**src/rtl/pfp_pkg.sv**
```systemverilog
package pfp_pkg;
  typedef enum logic [1:0] {OP_ERASE = 2'd0, OP_WRITE = 2'd1, OP_READ = 2'd2, OP_LOCK = 2'd3} op_e;
  typedef enum logic [1:0] {LVL_0V = 2'd0, LVL_5V = 2'd1, LVL_12V = 2'd2} lvl_e;
  // mode pins ordered {M2,M1,M0}
  localparam logic [2:0] MODE_WRITE = 3'b110;
  localparam logic [2:0] MODE_READ  = 3'b100;
  localparam logic [2:0] MODE_ERASE = 3'b001;
  localparam logic [2:0] MODE_LOCK1 = 3'b111;
  localparam logic [2:0] MODE_LOCK2 = 3'b011;
endpackage

```
**src/rtl/pfp_timer.sv**
```systemverilog
module pfp_timer #(
  parameter int W = 8
) (
  input  logic         clk,
  input  logic         rst,
  input  logic         load,
  input  logic [W-1:0] val,
  output logic         zero
);
  logic [W-1:0] cnt_q;

  always_ff @(posedge clk) begin
    if (rst) cnt_q <= '0;
    else if (load) cnt_q <= val;
    else if (cnt_q != '0) cnt_q <= cnt_q - 1'b1;
  end

  assign zero = (cnt_q == '0);

  // every wait must last at least one cycle
  a_r5_load_nonzero: assert property (@(posedge clk) disable iff (rst) load |-> (val != '0));
endmodule

```
**src/rtl/pfp_rst_level.sv**
```systemverilog
module pfp_rst_level #(
  parameter int PWM_ON     = 30,
  parameter int PWM_PERIOD = 2200
) (
  input  logic       clk,
  input  logic       rst,
  input  logic [1:0] lvl,
  output logic       hv_sw
);
  import pfp_pkg::*;
  localparam int CW = $clog2(PWM_PERIOD + 1);

  logic [CW-1:0] cnt_q, cnt_d;
  logic [1:0]    lvl_q;

  always_comb begin
    if (lvl != lvl_q) cnt_d = '0;
    else if (cnt_q == CW'(PWM_PERIOD - 1)) cnt_d = '0;
    else cnt_d = cnt_q + 1'b1;
  end

  always_ff @(posedge clk) begin
    if (rst) begin
      cnt_q <= '0;
      lvl_q <= LVL_0V;
      hv_sw <= 1'b0;
    end else begin
      cnt_q <= cnt_d;
      lvl_q <= lvl;
      case (lvl)
        LVL_12V: hv_sw <= 1'b1;
        LVL_5V:  hv_sw <= (cnt_d < CW'(PWM_ON));
        default: hv_sw <= 1'b0;
      endcase
    end
  end

  // phase counter stays inside one period
  a_r4_cnt_range: assert property (@(posedge clk) disable iff (rst) cnt_q < CW'(PWM_PERIOD));
  // a steady 0 V request keeps the switch open
  a_r4_zero_low: assert property (@(posedge clk) disable iff (rst)
    (lvl == LVL_0V && lvl_q == LVL_0V) |=> !hv_sw);
endmodule

```
**src/rtl/pflash_prog_seq.sv**
```systemverilog
module pflash_prog_seq #(
  parameter int PAGES         = 8,
  parameter int PAGE_BYTES    = 256,
  parameter int SETTLE_CYC    = 2000000,
  parameter int PULSE_CYC     = 200,
  parameter int PROG_WAIT_CYC = 400000,
  parameter int ERASE_CYC     = 2000000,
  parameter int PWM_ON        = 30,
  parameter int PWM_PERIOD    = 2200,
  localparam int AW = $clog2(PAGES * PAGE_BYTES)
) (
  input  logic          clk,
  input  logic          rst,
  input  logic          start,
  input  logic [1:0]    op,
  input  logic [1:0]    lock_en,
  output logic          busy,
  output logic          done,
  output logic          verify_err,
  output logic [AW-1:0] ram_addr,
  input  logic [7:0]    ram_rdata,
  output logic          ram_we,
  output logic [7:0]    ram_wdata,
  output logic          vcc_en,
  output logic          hv_sw,
  output logic          prog_n,
  output logic          xtal,
  output logic [2:0]    mode,
  output logic [7:0]    tgt_dout,
  output logic          tgt_oe,
  input  logic [7:0]    tgt_din
);
  import pfp_pkg::*;

  localparam int MAX_A = (SETTLE_CYC > ERASE_CYC) ? SETTLE_CYC : ERASE_CYC;
  localparam int MAX_B = (PROG_WAIT_CYC > PULSE_CYC) ? PROG_WAIT_CYC : PULSE_CYC;
  localparam int MAX_C = (MAX_A > MAX_B) ? MAX_A : MAX_B;
  localparam int TW    = $clog2(MAX_C + 1);
  localparam logic [AW-1:0] LAST_ADDR = AW'(PAGES * PAGE_BYTES - 1);

  typedef enum logic [4:0] {
    S_IDLE, S_PWR, S_WAIT, S_MODE, S_FETCH, S_WR_DRIVE, S_WR_PULSE, S_WR_REL,
    S_XT_HI, S_XT_LO, S_VF_BEGIN, S_VF_CMP, S_RD_SAMPLE, S_ER_PULSE, S_ER_REL,
    S_LK_PULSE, S_LK_REL, S_POFF, S_OFF, S_DONE
  } state_e;

  state_e        state, ret_q;
  op_e           op_q;
  lvl_e          lvl_q;
  logic [1:0]    lk_q;
  logic          first_q, vf_q;
  logic [AW-1:0] addr_q;
  logic          tmr_load, tmr_zero;
  logic [TW-1:0] tmr_val;

  pfp_timer #(.W(TW)) u_timer (
    .clk(clk), .rst(rst), .load(tmr_load), .val(tmr_val), .zero(tmr_zero)
  );

  pfp_rst_level #(.PWM_ON(PWM_ON), .PWM_PERIOD(PWM_PERIOD)) u_rst_level (
    .clk(clk), .rst(rst), .lvl(lvl_q), .hv_sw(hv_sw)
  );

  // wait length chosen by the state that starts it
  always_comb begin
    tmr_load = 1'b0;
    tmr_val  = '0;
    case (state)
      S_PWR, S_VF_BEGIN, S_POFF: begin tmr_load = 1'b1; tmr_val = TW'(SETTLE_CYC); end
      S_MODE: begin
        tmr_load = (op_q == OP_ERASE) || (op_q == OP_LOCK);
        tmr_val  = TW'(SETTLE_CYC);
      end
      S_WR_DRIVE: begin tmr_load = first_q; tmr_val = TW'(SETTLE_CYC); end
      S_WR_PULSE, S_LK_PULSE: begin tmr_load = 1'b1; tmr_val = TW'(PULSE_CYC); end
      S_WR_REL, S_LK_REL: begin tmr_load = 1'b1; tmr_val = TW'(PROG_WAIT_CYC); end
      S_ER_PULSE: begin tmr_load = 1'b1; tmr_val = TW'(ERASE_CYC); end
      default: ;
    endcase
  end

  always_ff @(posedge clk) begin
    if (rst) begin
      state      <= S_IDLE;
      ret_q      <= S_IDLE;
      op_q       <= OP_ERASE;
      lvl_q      <= LVL_0V;
      lk_q       <= '0;
      first_q    <= 1'b0;
      vf_q       <= 1'b0;
      addr_q     <= '0;
      busy       <= 1'b0;
      done       <= 1'b0;
      verify_err <= 1'b0;
      ram_we     <= 1'b0;
      ram_wdata  <= '0;
      vcc_en     <= 1'b0;
      prog_n     <= 1'b1;
      xtal       <= 1'b0;
      mode       <= '0;
      tgt_dout   <= '0;
      tgt_oe     <= 1'b0;
    end else begin
      done   <= 1'b0;
      ram_we <= 1'b0;
      case (state)
        S_IDLE: if (start) begin
          busy       <= 1'b1;
          verify_err <= 1'b0;
          op_q       <= op_e'(op);
          lk_q       <= lock_en;
          addr_q     <= '0;
          first_q    <= 1'b1;
          vf_q       <= 1'b0;
          state      <= (op_e'(op) == OP_LOCK && lock_en == 2'b00) ? S_DONE : S_PWR;
        end
        S_PWR: begin
          vcc_en <= 1'b1;
          prog_n <= 1'b1;
          lvl_q  <= LVL_5V;
          ret_q  <= S_MODE;
          state  <= S_WAIT;
        end
        S_WAIT: if (tmr_zero) state <= ret_q;
        S_MODE: begin
          case (op_q)
            OP_ERASE: begin
              mode <= MODE_ERASE; lvl_q <= LVL_12V; ret_q <= S_ER_PULSE; state <= S_WAIT;
            end
            OP_WRITE: begin mode <= MODE_WRITE; tgt_oe <= 1'b1; state <= S_FETCH; end
            OP_READ:  begin mode <= MODE_READ;  tgt_oe <= 1'b0; state <= S_FETCH; end
            default: begin
              mode  <= lk_q[0] ? MODE_LOCK1 : MODE_LOCK2;
              lvl_q <= LVL_12V;
              ret_q <= S_LK_PULSE;
              state <= S_WAIT;
            end
          endcase
        end
        S_FETCH: state <= (op_q == OP_READ) ? S_RD_SAMPLE : (vf_q ? S_VF_CMP : S_WR_DRIVE);
        S_WR_DRIVE: begin
          tgt_dout <= ram_rdata;
          if (first_q) begin
            first_q <= 1'b0;
            lvl_q   <= LVL_12V;
            ret_q   <= S_WR_PULSE;
            state   <= S_WAIT;
          end else begin
            state <= S_WR_PULSE;
          end
        end
        S_WR_PULSE: begin prog_n <= 1'b0; ret_q <= S_WR_REL; state <= S_WAIT; end
        S_WR_REL:   begin prog_n <= 1'b1; ret_q <= S_XT_HI;  state <= S_WAIT; end
        S_XT_HI:    begin xtal <= 1'b1; state <= S_XT_LO; end
        S_XT_LO: begin
          xtal   <= 1'b0;
          addr_q <= addr_q + 1'b1;
          if (addr_q == LAST_ADDR)
            state <= (op_q == OP_WRITE && !vf_q) ? S_VF_BEGIN : S_POFF;
          else
            state <= S_FETCH;
        end
        S_VF_BEGIN: begin
          vf_q   <= 1'b1;
          tgt_oe <= 1'b0;
          addr_q <= '0;
          lvl_q  <= LVL_5V;
          mode   <= MODE_READ;
          ret_q  <= S_FETCH;
          state  <= S_WAIT;
        end
        S_VF_CMP: begin
          if (tgt_din != ram_rdata) begin
            verify_err <= 1'b1;
            state      <= S_POFF;
          end else begin
            state <= S_XT_HI;
          end
        end
        S_RD_SAMPLE: begin ram_we <= 1'b1; ram_wdata <= tgt_din; state <= S_XT_HI; end
        S_ER_PULSE:  begin prog_n <= 1'b0; ret_q <= S_ER_REL; state <= S_WAIT; end
        S_ER_REL:    begin prog_n <= 1'b1; state <= S_POFF; end
        S_LK_PULSE:  begin prog_n <= 1'b0; ret_q <= S_LK_REL; state <= S_WAIT; end
        S_LK_REL: begin
          prog_n <= 1'b1;
          lk_q   <= lk_q[0] ? {lk_q[1], 1'b0} : 2'b00;
          ret_q  <= S_POFF;
          state  <= S_WAIT;
        end
        S_POFF: begin
          xtal   <= 1'b0;
          tgt_oe <= 1'b0;
          lvl_q  <= LVL_0V;
          ret_q  <= S_OFF;
          state  <= S_WAIT;
        end
        S_OFF: begin
          vcc_en <= 1'b0;
          mode   <= '0;
          prog_n <= 1'b1;
          state  <= (op_q == OP_LOCK && lk_q != 2'b00) ? S_PWR : S_DONE;
        end
        S_DONE: begin busy <= 1'b0; done <= 1'b1; state <= S_IDLE; end
        default: state <= S_IDLE;
      endcase
    end
  end

  assign ram_addr = addr_q;

  // reset switch only with supply on
  a_r12_hv_needs_vcc: assert property (@(posedge clk) disable iff (rst) hv_sw |-> vcc_en);
  // supply drops only after xtal and reset are low
  a_r12_off_order: assert property (@(posedge clk) disable iff (rst)
    $fell(vcc_en) |-> (!xtal && !hv_sw));
  // no address clock during a program strobe
  a_r7_xtal_prog: assert property (@(posedge clk) disable iff (rst) xtal |-> prog_n);
  // strobe only with supply on
  a_r7_prog_vcc: assert property (@(posedge clk) disable iff (rst) !prog_n |-> vcc_en);
  // done is a single-cycle pulse outside busy
  a_r2_done_pulse: assert property (@(posedge clk) disable iff (rst) done |=> !done);
  a_r2_done_idle: assert property (@(posedge clk) disable iff (rst) done |-> !busy);
  // error can only appear within an operation
  a_r8_err_in_op: assert property (@(posedge clk) disable iff (rst) $rose(verify_err) |-> busy);
endmodule

```
**config.mk**
```make
export PLATFORM = sky130hd
export DESIGN_NAME = pflash_prog_seq
export DESIGN_NICKNAME = d
export VERILOG_FILES = /design/src/rtl/pfp_pkg.sv /design/src/rtl/pfp_timer.sv /design/src/rtl/pfp_rst_level.sv /design/src/rtl/pflash_prog_seq.sv
export SDC_FILE = /design/constraint.sdc
export NUM_CORES = 1
export LEC_CHECK = 0
export ABC_CLOCK_PERIOD_IN_PS = 1750
export BUFFER_PORTS_ARGS = -buffer_cell sky130_fd_sc_hd__buf_2
export CAP_MARGIN = 0
export CORE_UTILIZATION = 45
export CTS_CLUSTER_SIZE = 40
export DETAILED_ROUTE_END_ITERATION = 10
export PLACE_DENSITY = 0.74
export SYNTH_ARGS = -nofsm -noshare
export SYNTH_HDL_FRONTEND = slang
export SYNTH_SLANG_ARGS = --single-unit
```
**constraint.sdc**
```tcl
create_clock -name clk -period 1.75 [get_ports clk]
set_input_delay 0.0875 -clock clk [delete_from_list [all_inputs] [get_ports clk]]
set_output_delay 0.0875 -clock clk [all_outputs]
set_load 0.03 [all_outputs]
```
-- Word level (Yosys, flattened, before mapping)
Cells that the tools add are included.
- logic and storage cells: 158
- register bits: 92
- bits of input ports: 23
- order comparisons: 1
- muxes and demuxes: 47
- reductions and logical operators: 47
- add/sub/neg operators: 3
- eq/ne operators: 36
- operators by type and width (cell ; count):
    21-bit case mux with 3 select lines ; 1
    5-bit case mux with 12 select lines ; 1
    5-bit case mux with 10 select lines ; 1
    21-bit 2-to-1 mux ; 2
    5-bit by 4-bit == test with 1-bit output (second input constant) ; 8
    5-bit 2-to-1 mux ; 8
    11-bit case mux with 3 select lines ; 1
    12-bit 2-to-1 mux ; 2
    2-bit nonzero test ; 11
    21-bit logical NOT ; 1
    21-bit nonzero test ; 1
    21-bit by 1-bit subtractor with 21-bit output (second input constant) ; 1
    5-bit by 3-bit == test with 1-bit output (second input constant) ; 4
    5-bit == test (second input constant) ; 4
    1-bit case mux with 2 select lines ; 10
    3-bit case mux with 3 select lines ; 2
    2-bit AND reduction ; 8
    12-bit by 1-bit adder with 12-bit output (second input constant) ; 1
    12-bit == test (second input constant) ; 1
    12-bit by 5-bit < comparator with 1-bit output (second input constant) ; 1
    2-bit != test (second input constant) ; 6
    3-bit AND reduction ; 4
    2-bit OR reduction ; 6
    11-bit by 1-bit adder with 11-bit output (second input constant) ; 1
    other kinds (29) ; 48

-- Depth between registers and ports, before layout
- depth in word-level cells: 5
- gate-level depth with buffers: 9

-- Modules after synthesis
From an unflattened synthesis, not the netlist that was laid out.
- cell total of the unflattened synthesis: 616
- area, all modules: 5043.6 um2
- by module, submodules not included (module ; times used ; area an instance (um2) ; cells an instance ; sequential area each (um2)):
    pflash_prog_seq ; 1 ; 3084.2 ; 384 ; 1121.1
    pfp_timer ; 1 ; 1157.4 ; 140 ; 420.4
    pfp_rst_level ; 1 ; 802.0 ; 92 ; 300.3

-- Worst setup path after synthesis
No wires, ideal clock.
- path type: register to register
- from: register u_timer.cnt_q[0]
- to: register u_timer.cnt_q[10]
- path slack: -0.153 ns
- stages on the path, launching flop included: 8
- setup time: 0.116 ns
- required time: 1.634 ns
- arrival: 1.787 ns
- clock period less this slack: 1.903 ns
- path through: dfxtp_1 > inv_1 > ha_1 > nor3b_1 > nand2_1 > or3_1 > xnor2_1 > o211a_1
- cells in the longest elaborated chain, start to end: 3
- elaborated cells between the ends (all ways): 5
- RTL lines (element ; RTL line ; source):
    from (decl) ; pfp_timer.sv:10 ; logic [W-1:0] cnt_q;
    from (signal assigned) ; pfp_timer.sv:14 ; else if (load) cnt_q <= val;
    from (signal assigned) ; pfp_timer.sv:15 ; else if (cnt_q != '0) cnt_q <= cnt_q - 1'b1;
    21-bit by 1-bit subtractor with 21-bit output ; pfp_timer.sv:15 ;
    21-bit 2-to-1 mux ; pfp_timer.sv:15 ;
    21-bit 2-to-1 mux ; pfp_timer.sv:14 ;
Several ways; a longest one is shown, not always the timed one. The select of a mux whose other input is x is not followed.
A chain may end at the register's enable or synchronous reset.

-- Worst setup path after layout
- from: register u_timer.cnt_q[0]
- to: register u_timer.cnt_q[17]
Same word-level chain as after synthesis.

==> out/metrics.cfg <==
[placed_design]
port_buffers = 61
dp_slack_ns = -0.1576
gp_congestion = 0.9453
dpl.hpwl_um = 10130

[sta]
fin_ws_ns = -0.04204
finClkSkew_ns = 0.01804
rsz0062_at_grt = yes
slew_viol_final = 0
setup_viol = 5
worst_pin_slew_ns = 0.4826
max_freq_mhz = 558.0
hold_violations = 0
fin_crit_sh_pct = 102.4
slew_headroom_pct = 67.83
min_period_ns = 1.792

[synth]
yosys.area_share.simple_pct = 25.66
synth_most_common_cell = dfxtp_1
seq_area_frac_synth_pct = 36.64
yosysTopAreaCellShare_pct = 36.64
synth_mux_area_share_pct = 3.011
synth_fa_ha_area_share_pct = 2.489
synth_top_family_by_area = simple AND/OR/NAND/NOR gates
synth-compound-area-share_pct = 19.34
async_reset_ff_share_pct = 0
ys_seq_elements = 92
avgSynthCellArea_um2 = 8.242
synth-xor-area-share_pct = 7.491
ys.flop_type = dfxtp_1
synth-edff-count = 0
synthTopCellsByCount = dfxtp_1, nor2_1, nand2_1, a21oi_1, nand3_1
syn_nets = 643
ys_warn_count = 0
yosys-top-cells-area = dfxtp_1, xnor2_1, nor2_1
synth.distinct_cells = 75
syn_inst = 610
syn_area_um2 = 5027
yosysTopAreaCell = dfxtp_1

[die]
ios = 62
die_area_um2 = 11600
fp.dieH_um = 107.7
core-area_um2 = 10840
start_util_pct = 46.38
die_w_um = 107.7
placementRows = 38

[grt]
grt_pass1_wl_um = 23650
first_global_vias = 5047
grtUsageTotal_pct = 25.93
grt-ovfl-total = 0
grt_start_max_net_pins = 37
antenna_found_initial = 0

[power]
p_total_mw = 9.349
p_comb_share_pct = 54.1
clockPowerShare_pct = 15.2
switchingPower_mw = 3.898
irDropWorstVdd_v = 0.0008391
sw_frac_of_total_pct = 41.69
powerDensity_nw_per_um2 = 1372
power.leakage_nw = 2.734
pwr-share-seq_pct = 30.6
internal_power_mw = 5.451

[route]
num_vias = 5222
drt_first_pass_iters = 5
drtAntennaViolNets = 0
dr.first_iter.drc_count = 329
wirelength_um = 14890
wl_per_cell_um = 16.42
drc = 0
vias_per_cell = 5.757

[worst_setup_path]
crit_buf_inv = 1
endpoint_kind = register
worstPathArrival_ns = 2.06
r2r_slack_ns = -0.04
crit_required_ns = 2.02
critPathLaunchType = register
max_stage_delay_ns = 0.38
worstPathCellList = buf_4 -> nor4_2 -> nand2_1 -> o21a_1 -> o211ai_1 -> a21oi_2
path_class = register to register
critPathMaxFanout = 4
crit_family = simple AND/OR/NAND/NOR gates
slowest_stage = nor4_2

[clock_tree]
cts_root_buffer = clkbuf_8
htreeDepth = 3
cts_tree = yes
clk_pin_slew_worst_paths_ns = 0.09
clock_latency_ns = 0.39
cts_buffer_depth = 2
numCtsBuffers = 9
clock-sinks = 92

[final_layout]
drive_above_1_share_pct = 33.77
n_antenna_cell = 0
finish.net_count = 795
synthToLayoutAreaGrowth_pct = 35.54

[flow_run]
cap_viol_max_count = 0

[run_status]
violations = negative setup slack
status = finished with violations

[worst_hold_path]
hold_class = input pin to register

[final cells by class]
class / count / area, um^2
clock buffers: 11 / 151.4
fillers: 877 / 4026
flip-flops and latches: 92 / 1862
inverters: 18 / 67.56
well taps: 140 / 175.2
repair buffers: 183 / 1310
multi-input cells: 458 / 3206
clock inverters: 5 / 42.54
[metal layers]
layer	global-route usage (%)	vias to the layer above	routed length, um
li1	-	2507	-
met1	31.92	2496	6443
met2	43.13	172	7284
met3	5.145	47	708
met4	12.43	0	455
met5	0	-	0
[sequential cells by signal, indices dropped and copies added (netlist names), 2 cells and up]
signal,flops
u_timer.cnt_q,21
u_rst_level.cnt_q,12
ram_addr,11
ram_wdata,8
tgt_dout,8
ret_q,5
state,5
mode,3
lk_q,2
lvl_q,2
op_q,2
u_rst_level.lvl_q,2
[kinds of logic after synthesis]
group	Yosys count
and+or+nand+nor	244
AOI/OAI and AO/OA	146
DFF	92
buffers and inverters	60
xor gates and xnor gates	43
muxes	15
adders and majority gates	10
[cells in the final DEF, fill, tap and decap left out, types with 5 or more instances in the layout]
cell	netlist	routed
buf_4	0	94
dfxtp_1	92	80
buf_2	16	61
nor2_1	61	53
nand2_1	47	45
nand3_1	38	36
a21oi_1	40	35
xnor2_1	29	29
o21ai_0	28	25
dlygate4sd3_1	0	20
nor3_1	23	17
xor2_1	14	14
mux2i_1	14	14
inv_1	17	13
nand4_1	11	11
a31oi_1	12	11
clkbuf_8	0	11
dfxtp_2	0	10
nor2_2	2	8
nor2b_1	10	8
o211ai_1	8	8
a211oi_1	7	7
nor3_2	1	7
ha_1	10	7
buf_6	3	7
nand2b_1	5	5
a22oi_1	5	5
a21oi_2	0	5
o21a_1	5	5
nor4_1	7	5
[stage by stage]
step / TNS [ns] / hold slack, ns / utilization (%) / area [um^2] / std cells
CTS: 0 / 0.08695 / 60.34 / 6541 / 902
global placement: -0.5696 / 0.3395 / 55.67 / 6035 / 862
detailed placement: -2.696 / 0.3445 / 55.67 / 6035 / 862
finish: -0.1145 / 0.09769 / 62.86 / 6814 / 907
global route: -0.9435 / 0.09712 / 62.86 / 6814 / 907
floorplan: -0.06713 / 0.2235 / - / 5049 / 610
[timing repair]
| item | 4_1_cts | 5_1_grt |
|---|---|---|
| hold endpoints to repair | 20 | 0 |
| buffers inserted | 4 | 5 |
| resized for setup | 24 | 61 |
| pin swaps | 7 | 18 |
| setup endpoints to repair | 35 | 45 |
| hold buffers | 20 | 0 |
[power by group through the flow]
stage,clock [mW],sequential [mW],combinational (mW)
detailed placement,0,2.84,4.03
global route,1.53,2.89,5.47
CTS,1.44,2.81,4.32
floorplan,0,2.85,2.51
global placement,0,2.81,3.97
finish,1.43,2.86,5.06
[final timing paths]
path | endpoint | from | depth (start not counted)
max | u_timer.cnt_q[17] | u_timer.cnt_q[0] | 6
min | ret_q[1] | rst | 2
max reg2reg | u_timer.cnt_q[17] | u_timer.cnt_q[0] | 6
min reg2reg | verify_err | verify_err | 2
Power figures use the tool's default switching activity.
